`config.mk`:
```
export PLATFORM = sky130hd
export DESIGN_NAME = mt_issue_gate
export DESIGN_NICKNAME = d
export VERILOG_FILES = /design/src/rtl/mtig_pkg.sv /design/src/rtl/mtig_tid_dec.sv /design/src/rtl/mtig_thread_ctx.sv /design/src/rtl/mtig_rr_arb.sv /design/src/rtl/mt_issue_gate.sv
export SDC_FILE = /design/constraint.sdc
export NUM_CORES = 1
export LEC_CHECK = 0
export BUFFER_PORTS_ARGS = -buffer_cell sky130_fd_sc_hd__buf_2
export CORE_MARGIN = 2
export CORE_UTILIZATION = 55
export DETAILED_ROUTE_END_ITERATION = 10
export PLACE_DENSITY = 0.78
export SLEW_MARGIN = 20
export SYNTH_ARGS = -nofsm -noshare
export SYNTH_HDL_FRONTEND = slang
export SYNTH_HIERARCHICAL = 1
export SYNTH_SLANG_ARGS = --single-unit
```
`constraint.sdc`:
```
create_clock -name clk -period 5.9 [get_ports clk]
set_input_delay 1.77 -clock clk [delete_from_list [all_inputs] [get_ports clk]]
set_output_delay 1.77 -clock clk [all_outputs]
set_load 0.005 [all_outputs]
```
`src/rtl/mtig_pkg.sv`:
```
package mtig_pkg;
  localparam int unsigned NUM_THREADS = 16;
  localparam int unsigned PIPE_DEPTH  = 21;
  localparam int unsigned LA_BITS     = 3;
  localparam int unsigned TID_W       = $clog2(NUM_THREADS);
  localparam int unsigned GAP_W       = $clog2(PIPE_DEPTH);

  typedef logic [TID_W-1:0]   tid_t;
  typedef logic [GAP_W-1:0]   gap_t;
  typedef logic [LA_BITS-1:0] la_t;

  typedef struct packed {
    logic hit;
    tid_t tid;
  } pick_t;

  // cycles a thread must sit out after an issue
  function automatic gap_t gap_reload();
    return gap_t'(PIPE_DEPTH - 1);
  endfunction

  // outstanding operation with no independent successors left
  function automatic logic lookahead_spent(input logic pend, input la_t left);
    return pend && (left == '0);
  endfunction

  function automatic la_t la_consume(input la_t left);
    return left - 1'b1;
  endfunction
endpackage

```
`src/rtl/mtig_tid_dec.sv`:
```
module mtig_tid_dec
  import mtig_pkg::*;
(
  input  logic                   vld_i,
  input  tid_t                   tid_i,
  output logic [NUM_THREADS-1:0] sel_o
);
  for (genvar g = 0; g < NUM_THREADS; g++) begin : g_sel
    assign sel_o[g] = vld_i && (tid_i == tid_t'(g));
  end
endmodule

```
`src/rtl/mtig_thread_ctx.sv`:
```
module mtig_thread_ctx
  import mtig_pkg::*;
(
  input  logic clk,
  input  logic rst_n,
  input  logic create_i,
  input  logic term_i,
  input  logic issue_i,
  input  logic head_valid_i,
  input  logic head_mem_i,
  input  la_t  head_la_i,
  input  logic cmpl_i,
  output logic elig_o
);
  logic active_q;
  gap_t gap_q;
  la_t  la_q;
  logic pend_q;

  // named internal events
  logic spacing_w;
  logic blocked_w;
  logic mem_issue_w;
  logic fresh_w;

  assign spacing_w   = (gap_q != '0);
  assign blocked_w   = lookahead_spent(pend_q, la_q);
  assign mem_issue_w = issue_i && head_mem_i;
  assign fresh_w     = create_i && !term_i;
  assign elig_o      = active_q && head_valid_i && !spacing_w && !blocked_w;

  always_ff @(posedge clk) begin
    if (!rst_n) begin
      active_q <= 1'b0;
      gap_q    <= '0;
      la_q     <= '0;
      pend_q   <= 1'b0;
    end else begin
      if (term_i)        active_q <= 1'b0;
      else if (create_i) active_q <= 1'b1;

      if (fresh_w) begin
        gap_q  <= '0;
        la_q   <= '0;
        pend_q <= 1'b0;
      end else begin
        if (issue_i)        gap_q <= gap_reload();
        else if (spacing_w) gap_q <= gap_q - 1'b1;

        if (mem_issue_w) begin
          pend_q <= 1'b1;
          la_q   <= head_la_i;
        end else begin
          if (cmpl_i) pend_q <= 1'b0;
          if (issue_i && pend_q) la_q <= la_consume(la_q);
        end
      end
    end
  end

  assert_issue_elig_R8: assert property (@(posedge clk) disable iff (!rst_n)
    issue_i |-> elig_o);
  assert_inactive_R2: assert property (@(posedge clk) disable iff (!rst_n)
    !active_q |-> !issue_i);
  assert_spacing_R3: assert property (@(posedge clk) disable iff (!rst_n)
    issue_i |=> !elig_o);
  assert_block_R4: assert property (@(posedge clk) disable iff (!rst_n)
    (pend_q && la_q == '0 && !cmpl_i && !create_i) |=> !elig_o);
  assert_cmpl_clear_R6: assert property (@(posedge clk) disable iff (!rst_n)
    (cmpl_i && !create_i && !mem_issue_w) |=> !pend_q);
  assert_race_R11: assert property (@(posedge clk) disable iff (!rst_n)
    (mem_issue_w && !fresh_w) |=> pend_q);
endmodule

```
`src/rtl/mtig_rr_arb.sv`:
```
module mtig_rr_arb
  import mtig_pkg::*;
(
  input  logic                   clk,
  input  logic                   rst_n,
  input  logic [NUM_THREADS-1:0] req_i,
  output logic                   gnt_vld_o,
  output tid_t                   gnt_tid_o,
  output logic [NUM_THREADS-1:0] gnt_oh_o
);
  tid_t  last_q;
  pick_t pick_w;

  // scan from farthest to nearest so the nearest requester after last wins
  function automatic pick_t rr_pick(input logic [NUM_THREADS-1:0] req, input tid_t last);
    pick_t r;
    int unsigned idx;
    r.hit = 1'b0;
    r.tid = '0;
    for (int k = NUM_THREADS; k >= 1; k--) begin
      idx = (int'(last) + k) % NUM_THREADS;
      if (req[idx]) begin
        r.hit = 1'b1;
        r.tid = tid_t'(idx);
      end
    end
    return r;
  endfunction

  assign pick_w    = rr_pick(req_i, last_q);
  assign gnt_vld_o = pick_w.hit;
  assign gnt_tid_o = pick_w.tid;

  for (genvar g = 0; g < NUM_THREADS; g++) begin : g_oh
    assign gnt_oh_o[g] = pick_w.hit && (pick_w.tid == tid_t'(g));
  end

  always_ff @(posedge clk) begin
    if (!rst_n)         last_q <= tid_t'(NUM_THREADS - 1);
    else if (pick_w.hit) last_q <= pick_w.tid;
  end

  assert_onehot_R8: assert property (@(posedge clk) disable iff (!rst_n)
    $onehot0(gnt_oh_o));
  assert_grant_req_R8: assert property (@(posedge clk) disable iff (!rst_n)
    gnt_vld_o |-> req_i[gnt_tid_o]);
  assert_work_R8: assert property (@(posedge clk) disable iff (!rst_n)
    (|req_i) |-> gnt_vld_o);
endmodule

```
`src/rtl/mt_issue_gate.sv`:
```
module mt_issue_gate
  import mtig_pkg::*;
(
  input  logic                           clk,
  input  logic                           rst_n,
  input  logic                           create_vld,
  input  logic [TID_W-1:0]               create_tid,
  input  logic                           term_vld,
  input  logic [TID_W-1:0]               term_tid,
  input  logic                           cmpl_vld,
  input  logic [TID_W-1:0]               cmpl_tid,
  input  logic [NUM_THREADS-1:0]         head_valid,
  input  logic [NUM_THREADS-1:0]         head_mem,
  input  logic [NUM_THREADS*LA_BITS-1:0] head_la,
  output logic                           grant_vld,
  output logic [TID_W-1:0]               grant_tid,
  output logic [NUM_THREADS-1:0]         elig
);
  logic [NUM_THREADS-1:0] create_sel;
  logic [NUM_THREADS-1:0] term_sel;
  logic [NUM_THREADS-1:0] cmpl_sel;
  logic [NUM_THREADS-1:0] issue_oh;

  mtig_tid_dec u_create_dec (.vld_i(create_vld), .tid_i(create_tid), .sel_o(create_sel));
  mtig_tid_dec u_term_dec   (.vld_i(term_vld),   .tid_i(term_tid),   .sel_o(term_sel));
  mtig_tid_dec u_cmpl_dec   (.vld_i(cmpl_vld),   .tid_i(cmpl_tid),   .sel_o(cmpl_sel));

  for (genvar g = 0; g < NUM_THREADS; g++) begin : g_ctx
    mtig_thread_ctx u_ctx (
      .clk         (clk),
      .rst_n       (rst_n),
      .create_i    (create_sel[g]),
      .term_i      (term_sel[g]),
      .issue_i     (issue_oh[g]),
      .head_valid_i(head_valid[g]),
      .head_mem_i  (head_mem[g]),
      .head_la_i   (head_la[g*LA_BITS +: LA_BITS]),
      .cmpl_i      (cmpl_sel[g]),
      .elig_o      (elig[g])
    );
  end

  mtig_rr_arb u_arb (
    .clk      (clk),
    .rst_n    (rst_n),
    .req_i    (elig),
    .gnt_vld_o(grant_vld),
    .gnt_tid_o(grant_tid),
    .gnt_oh_o (issue_oh)
  );

  assert_respace_R3: assert property (@(posedge clk) disable iff (!rst_n)
    grant_vld |=> !(grant_vld && grant_tid == $past(grant_tid)));
endmodule

```
### Yosys cells after proc, flatten, opt, wreduce, memory -nomap -nowiden

Cells that the tools add are included.

* add/subtract/negate cells: 48
* order comparisons: 16
* eq/ne operators: 60
* multiplexer cells: 144
* bitwise operators: 1
* reductions and logical operators: 356

Operators with widths (count)
* two-way mux 5 bit: 48
* logical AND 1 bit: 176
* == test 4 bit, second input constant: 32
* two-way mux 3 bit: 32
* nonzero test 2 bit: 48
* less-than comparator 4 x 5 -> 1 bit, second input constant: 16
* nonzero test 5 bit: 16
* subtractor 5 x 1 -> 5 bit, second input constant: 16
* binary-select mux 1 bit (select 4 bit): 16
* == test 4 x 3 -> 1 bit, second input constant: 16
* OR reduction 2 bit: 32
* logical NOT 1 bit: 48
* logical NOT 3 bit: 16
* two-way mux 1 bit: 48
* OR reduction 3 bit: 16
* subtractor 3 x 1 -> 3 bit, second input constant: 16
* adder 4 bit, second input constant: 8
* == test 4 x 2 -> 1 bit, second input constant: 8
* adder 4 x 3 -> 4 bit, second input constant: 4
* == test 4 x 1 -> 1 bit, second input constant: 4
* logical NOT 4 bit: 4
* adder 4 x 1 -> 4 bit, second input constant: 2
* adder 4 x 2 -> 4 bit, second input constant: 2
* inverter 1 bit: 1

* flip-flop bits (word level): 164
* input port bits: 97
* output and inout port bits: 21
* word-level logic and storage cells: 706

### Longest topological paths before layout

* depth after elaboration: 27
* depth in mapped cells: 20
* depth with buffers taken out: 16

### Modules after synthesis

Netlist, hierarchy kept.

By module, submodules not included
* mtig_thread_ctx: times used 16, cells an instance 56, area an instance 519.2 µm², seq. area each 200.2 µm²
* mtig_rr_arb: times used 1, cells an instance 300, area an instance 2851.5 µm², seq. area each 80.1 µm²
* mtig_tid_dec: times used 3, cells an instance 23, area an instance 117.6 µm², seq. area each 0.0 µm²

### Worst setup path before layout

OpenSTA, ideal clock, no wires.

* path type: input port to output port
* start: in head_valid[15]
* end: out grant_tid[0]
* arrival: 4.286 ns
* data required time: 4.130 ns
* path slack: -0.156 ns
* stages on the path: 8
* path buffers: 1
* path through: and4_2 mux4_1 mux4_2 and2_4 or4b_1 a21o_1 o21a_2 buf_6

* cells in the longest elaborated chain, start to end: 21
* elaborated cells between the ends (all ways): 51
* those cells by class: 48 x mux; 3 x reduce/logical

RTL lines
* start, declared: line mt_issue_gate.sv:12 `input logic [NUM_THREADS-1:0] head_valid,`
* logical AND 1 bit (*) (3 in series): line mtig_thread_ctx.sv:30 `assign elig_o = active_q && head_valid_i && !spacing_w && !blocked_w;`
* binary-select mux 1 bit (select 4 bit): line mtig_rr_arb.sv:22 `if (req[idx]) begin`
* two-way mux 1 bit (implied by the code): line mtig_rr_arb.sv:22
* two-way mux 5 bit (15 in series): line mtig_rr_arb.sv:22
* two-way mux 5 bit (*): line mtig_rr_arb.sv:22
* end, declared: line mt_issue_gate.sv:16 `output logic [TID_W-1:0] grant_tid,`

Mark *: on every way between the ends. The rest lies on a longest branch, timed or not. The select of a mux whose other input is x is not followed.

### Worst setup path after layout

* start: in head_valid[1]
* end: out grant_tid[0]

The elaborated chain is that of the path after synthesis.

==> impl_metrics.json <==
{
  "status": "finished, violations left",
  "critPathMaxFanout": 8,
  "ys_seq_area_frac": 0.285,
  "crit_required_ps": 4130,
  "crit_type": "in2out",
  "ant_nets": 0,
  "syn-num-nets": 1417,
  "dr.pass1.iters": 5,
  "layout.nets": 1632,
  "netlist.area_leader.share": 0.285,
  "fin_ws_ps": -183,
  "slew_headroom": 0.444,
  "rsz0062_at_grt": "true",
  "clk_path_buf_depth": 2,
  "hp-class": "reg2reg",
  "setup-violations-final": 4,
  "detail_route.wirelength_mm": 33.6,
  "yosys.area.top_type": "dfxtp_1",
  "worstReg2RegStart": "g_ctx[9].u_ctx/gap_q[0]",
  "area_growth_pct": 21.1,
  "antenna_found_initial": 2,
  "first_global_vias": 10400,
  "final_core_util": 0.685,
  "hp-start": "g_ctx[4].u_ctx/la_q[0]",
  "tightest_slew_ps": 834,
  "drive_gt1_frac": 0.294,
  "dpl.hpwl_mm": 25.1,
  "highest_layer": "met5",
  "grt_pass1_wl_mm": 53.2,
  "fp.dieH_microns": 149,
  "syn_area_sq_um": 11500,
  "route.met2.wl_mm": 15.6,
  "clock.fmax_mhz": 164,
  "clk_pin_slew_ps": 70,
  "cts_root_buf": "clkbuf_16",
  "drv_slew": 0,
  "async_reset_ff_frac": 0,
  "period_minus_slack_ps": 6080,
  "fin_cells": 1764,
  "hold_depth": 2,
  "cts.sinks": 164,
  "place.gp.congestion": 0.976,
  "min_to": "g_ctx[4].u_ctx/la_q[0]",
  "r2r_cells": 16,
  "grt_max_degree": 44,
  "peakVddDrop_mv": 0.261,
  "vias_per_cell": 6.24,
  "htreeDepth": 4,
  "final.period_utilization": 1.03,
  "synth-main-ff-cell": "dfxtp_1",
  "p_leak_nw": 5.50,
  "die_area_sq_um": 22100,
  "worst_skew_pair.late_latency_ps": 440,
  "tritoncts": "yes",
  "maxCapViolCount": 0,
  "met1Wirelength_mm": 13.8,
  "finalHoldViolations": 0,
  "track_usage": 0.301,
  "vias": 11000,
  "r2r_slack_ps": 780,
  "start_kind": "input pin",
  "num_rows": 52,
  "synth_area_leaders": "dfxtp_1 (29%), ha_1 (6.0%), mux4_2 (5.9%)",
  "ys_warn_count": 6,
  "reg2reg_to": "g_ctx[0].u_ctx/la_q[1]",
  "ys_ff_latch": 164,
  "numCtsBuffers": 17,
  "die_w_microns": 149,
  "crit_arrival_ps": 4310,
  "cp-end-kind": "output pin",
  "coreArea_sq_um": 20400,
  "grt-ovfl-total": 0,
  "violations": "negative setup slack",
  "numPortBuffers": 117,
  "skew_ps": 13.6,
  "drcViolationCount": 0,
  "start_util": 0.565,
  "drt_iter0_drc": 1000,
  "synth_edf_count": 0,
  "wl_met3_mm": 3.03,
  "ys_types": 79,
  "syn-instance-count": 1265,
  "ios": 118,
  "powerDensity_nw_per_um2": 463,
  "postSynthAreaPerCell_sq_um": 9.10,
  "placedCellCount": 1713,
  "wl_per_cell_microns": 19.1
}
## layer usage
layer,global-route usage,vias to the layer above
li1,-,5154
met5,0,-
met2,0.492,531
met3,0.0684,89
met1,0.391,5227
met4,0.108,2
## cell usage in the layout (no fill, tap or decap), types with 4 or more instances in the layout
cell type | Yosys | routed
a2111oi_2 | 16 | 16
a211oi_1 | 24 | 21
a21oi_1 | 123 | 122
a311oi_1 | 17 | 17
and2_1 | 16 | 16
and4_1 | 4 | 4
and4_4 | 0 | 16
buf_2 | 2 | 103
buf_4 | 3 | 106
buf_6 | 6 | 21
clkbuf_16 | 0 | 17
dfxtp_1 | 164 | 164
ha_1 | 55 | 55
inv_1 | 87 | 86
inv_2 | 3 | 4
mux2_2 | 13 | 7
mux2_4 | 0 | 6
mux2i_1 | 36 | 33
mux2i_2 | 2 | 4
mux4_2 | 30 | 35
nand2_1 | 77 | 75
nand2b_1 | 38 | 38
nand3_1 | 6 | 6
nand3b_1 | 24 | 24
nor2_1 | 82 | 81
nor2b_1 | 36 | 36
nor3_1 | 57 | 55
nor3_2 | 3 | 4
nor3b_1 | 34 | 33
nor4_1 | 22 | 20
nor4_2 | 7 | 9
nor4b_4 | 16 | 16
o2111ai_1 | 18 | 17
o211ai_1 | 6 | 6
o21ai_0 | 39 | 37
o31ai_1 | 16 | 16
or3_2 | 16 | 16
or3b_2 | 16 | 16
xnor2_1 | 40 | 40
xnor2_2 | 4 | 4
## power by group
group | switching, mW | internal (mW)
combinational | 1.98 | 1.69
clock | 0.481 | 0.624
sequential | 0.261 | 1.41
## flip-flops by register name, summed over array words and instances, names as in the netlist
name and count:
u_arb/last_q 4, g_ctx.u_ctx/la_q 48, g_ctx.u_ctx/pend_q 16, g_ctx.u_ctx/active_q 16
g_ctx.u_ctx/gap_q 80
## per-stage QoR
| step | instance area [sq um] | setup TNS [ps] | power [mW] | setup WS (ps) | hold WS, ps |
|---|---|---|---|---|---|
| 2_1_floorplan | 11500 | 0 | 4.24 | 2.47 | 450 |
| 3_3_place_gp | 13000 | -607 | 5.04 | -180 | 458 |
| 3_5_place_dp | 13000 | -1500 | 5.15 | -219 | 466 |
| 4_1_cts | 13700 | -496 | 6.33 | -161 | 475 |
| 5_1_grt | 13900 | -703 | 6.84 | -257 | 495 |
| 6_report | 13900 | -469 | 6.45 | -183 | 471 |
## synthesized netlist by cell type (21+ instances only)
| cell | instances |
|---|---|
| clkbuf_1 | 21 |
| mux2i_1 | 36 |
| nor2b_1 | 36 |
| ha_1 | 55 |
| nor2_1 | 82 |
| nand2b_1 | 38 |
| nand3b_1 | 24 |
| nand2_1 | 77 |
| o21ai_0 | 39 |
| dfxtp_1 | 164 |
| a21oi_1 | 123 |
| a211oi_1 | 24 |
| nor3_1 | 57 |
| inv_1 | 87 |
| nor4_1 | 22 |
| xnor2_1 | 40 |
| mux4_2 | 30 |
| nor3b_1 | 34 |
## critical path, stage by stage
cell	delay, ps
buf_2	100
and4_4	190
mux4_2	530
mux4_2	530
and2_4	170
or4b_1	460
a21o_1	210
o21a_2	220
buf_6	120
## worst max-delay path by stage
stage                    from            to  slack (ps)
6_report        head_valid[1]  grant_tid[0]        -180
5_1_grt         head_valid[4]  grant_tid[0]        -260
3_5_place_dp   head_valid[12]  grant_tid[3]        -220
3_3_place_gp    head_valid[9]  grant_tid[1]        -180
2_1_floorplan  head_valid[14]  grant_tid[0]           2
4_1_cts         head_valid[6]  grant_tid[0]        -160
## kinds of logic (layout without fill, tap and decap cells)
group,Yosys count,count (layout),share of synthesized area
AOI/OAI and AO/OA,298,298,0.177
xor gates and xnor gates,46,46,0.0376
adders and majority gates,55,55,0.0598
buffers and inverters,126,353,0.0464
DFF,164,164,0.285
muxes,89,89,0.121
other,0,2,0
and+or+nand+nor,487,487,0.273
## cell type report
cell class | instances | area (sq um)
clock buffer | 20 | 437
antenna | 2 | 5.00
fill | 1570 | 6420
clock inverter | 11 | 128
multi-input combinational | 975 | 7840
sequential | 164 | 3280
tap | 270 | 338
timing repair buffer | 231 | 1570
inverter | 91 | 344
## what timing repair did
action                     in CTS  in global routing
gates resized for setup        21                 35
hold buffers                    0                  0
pin swaps                       7                 18
setup endpoints to repair       5                  5
buffers inserted                9                 10
Note: power is estimated with default switching activity, not from simulation.
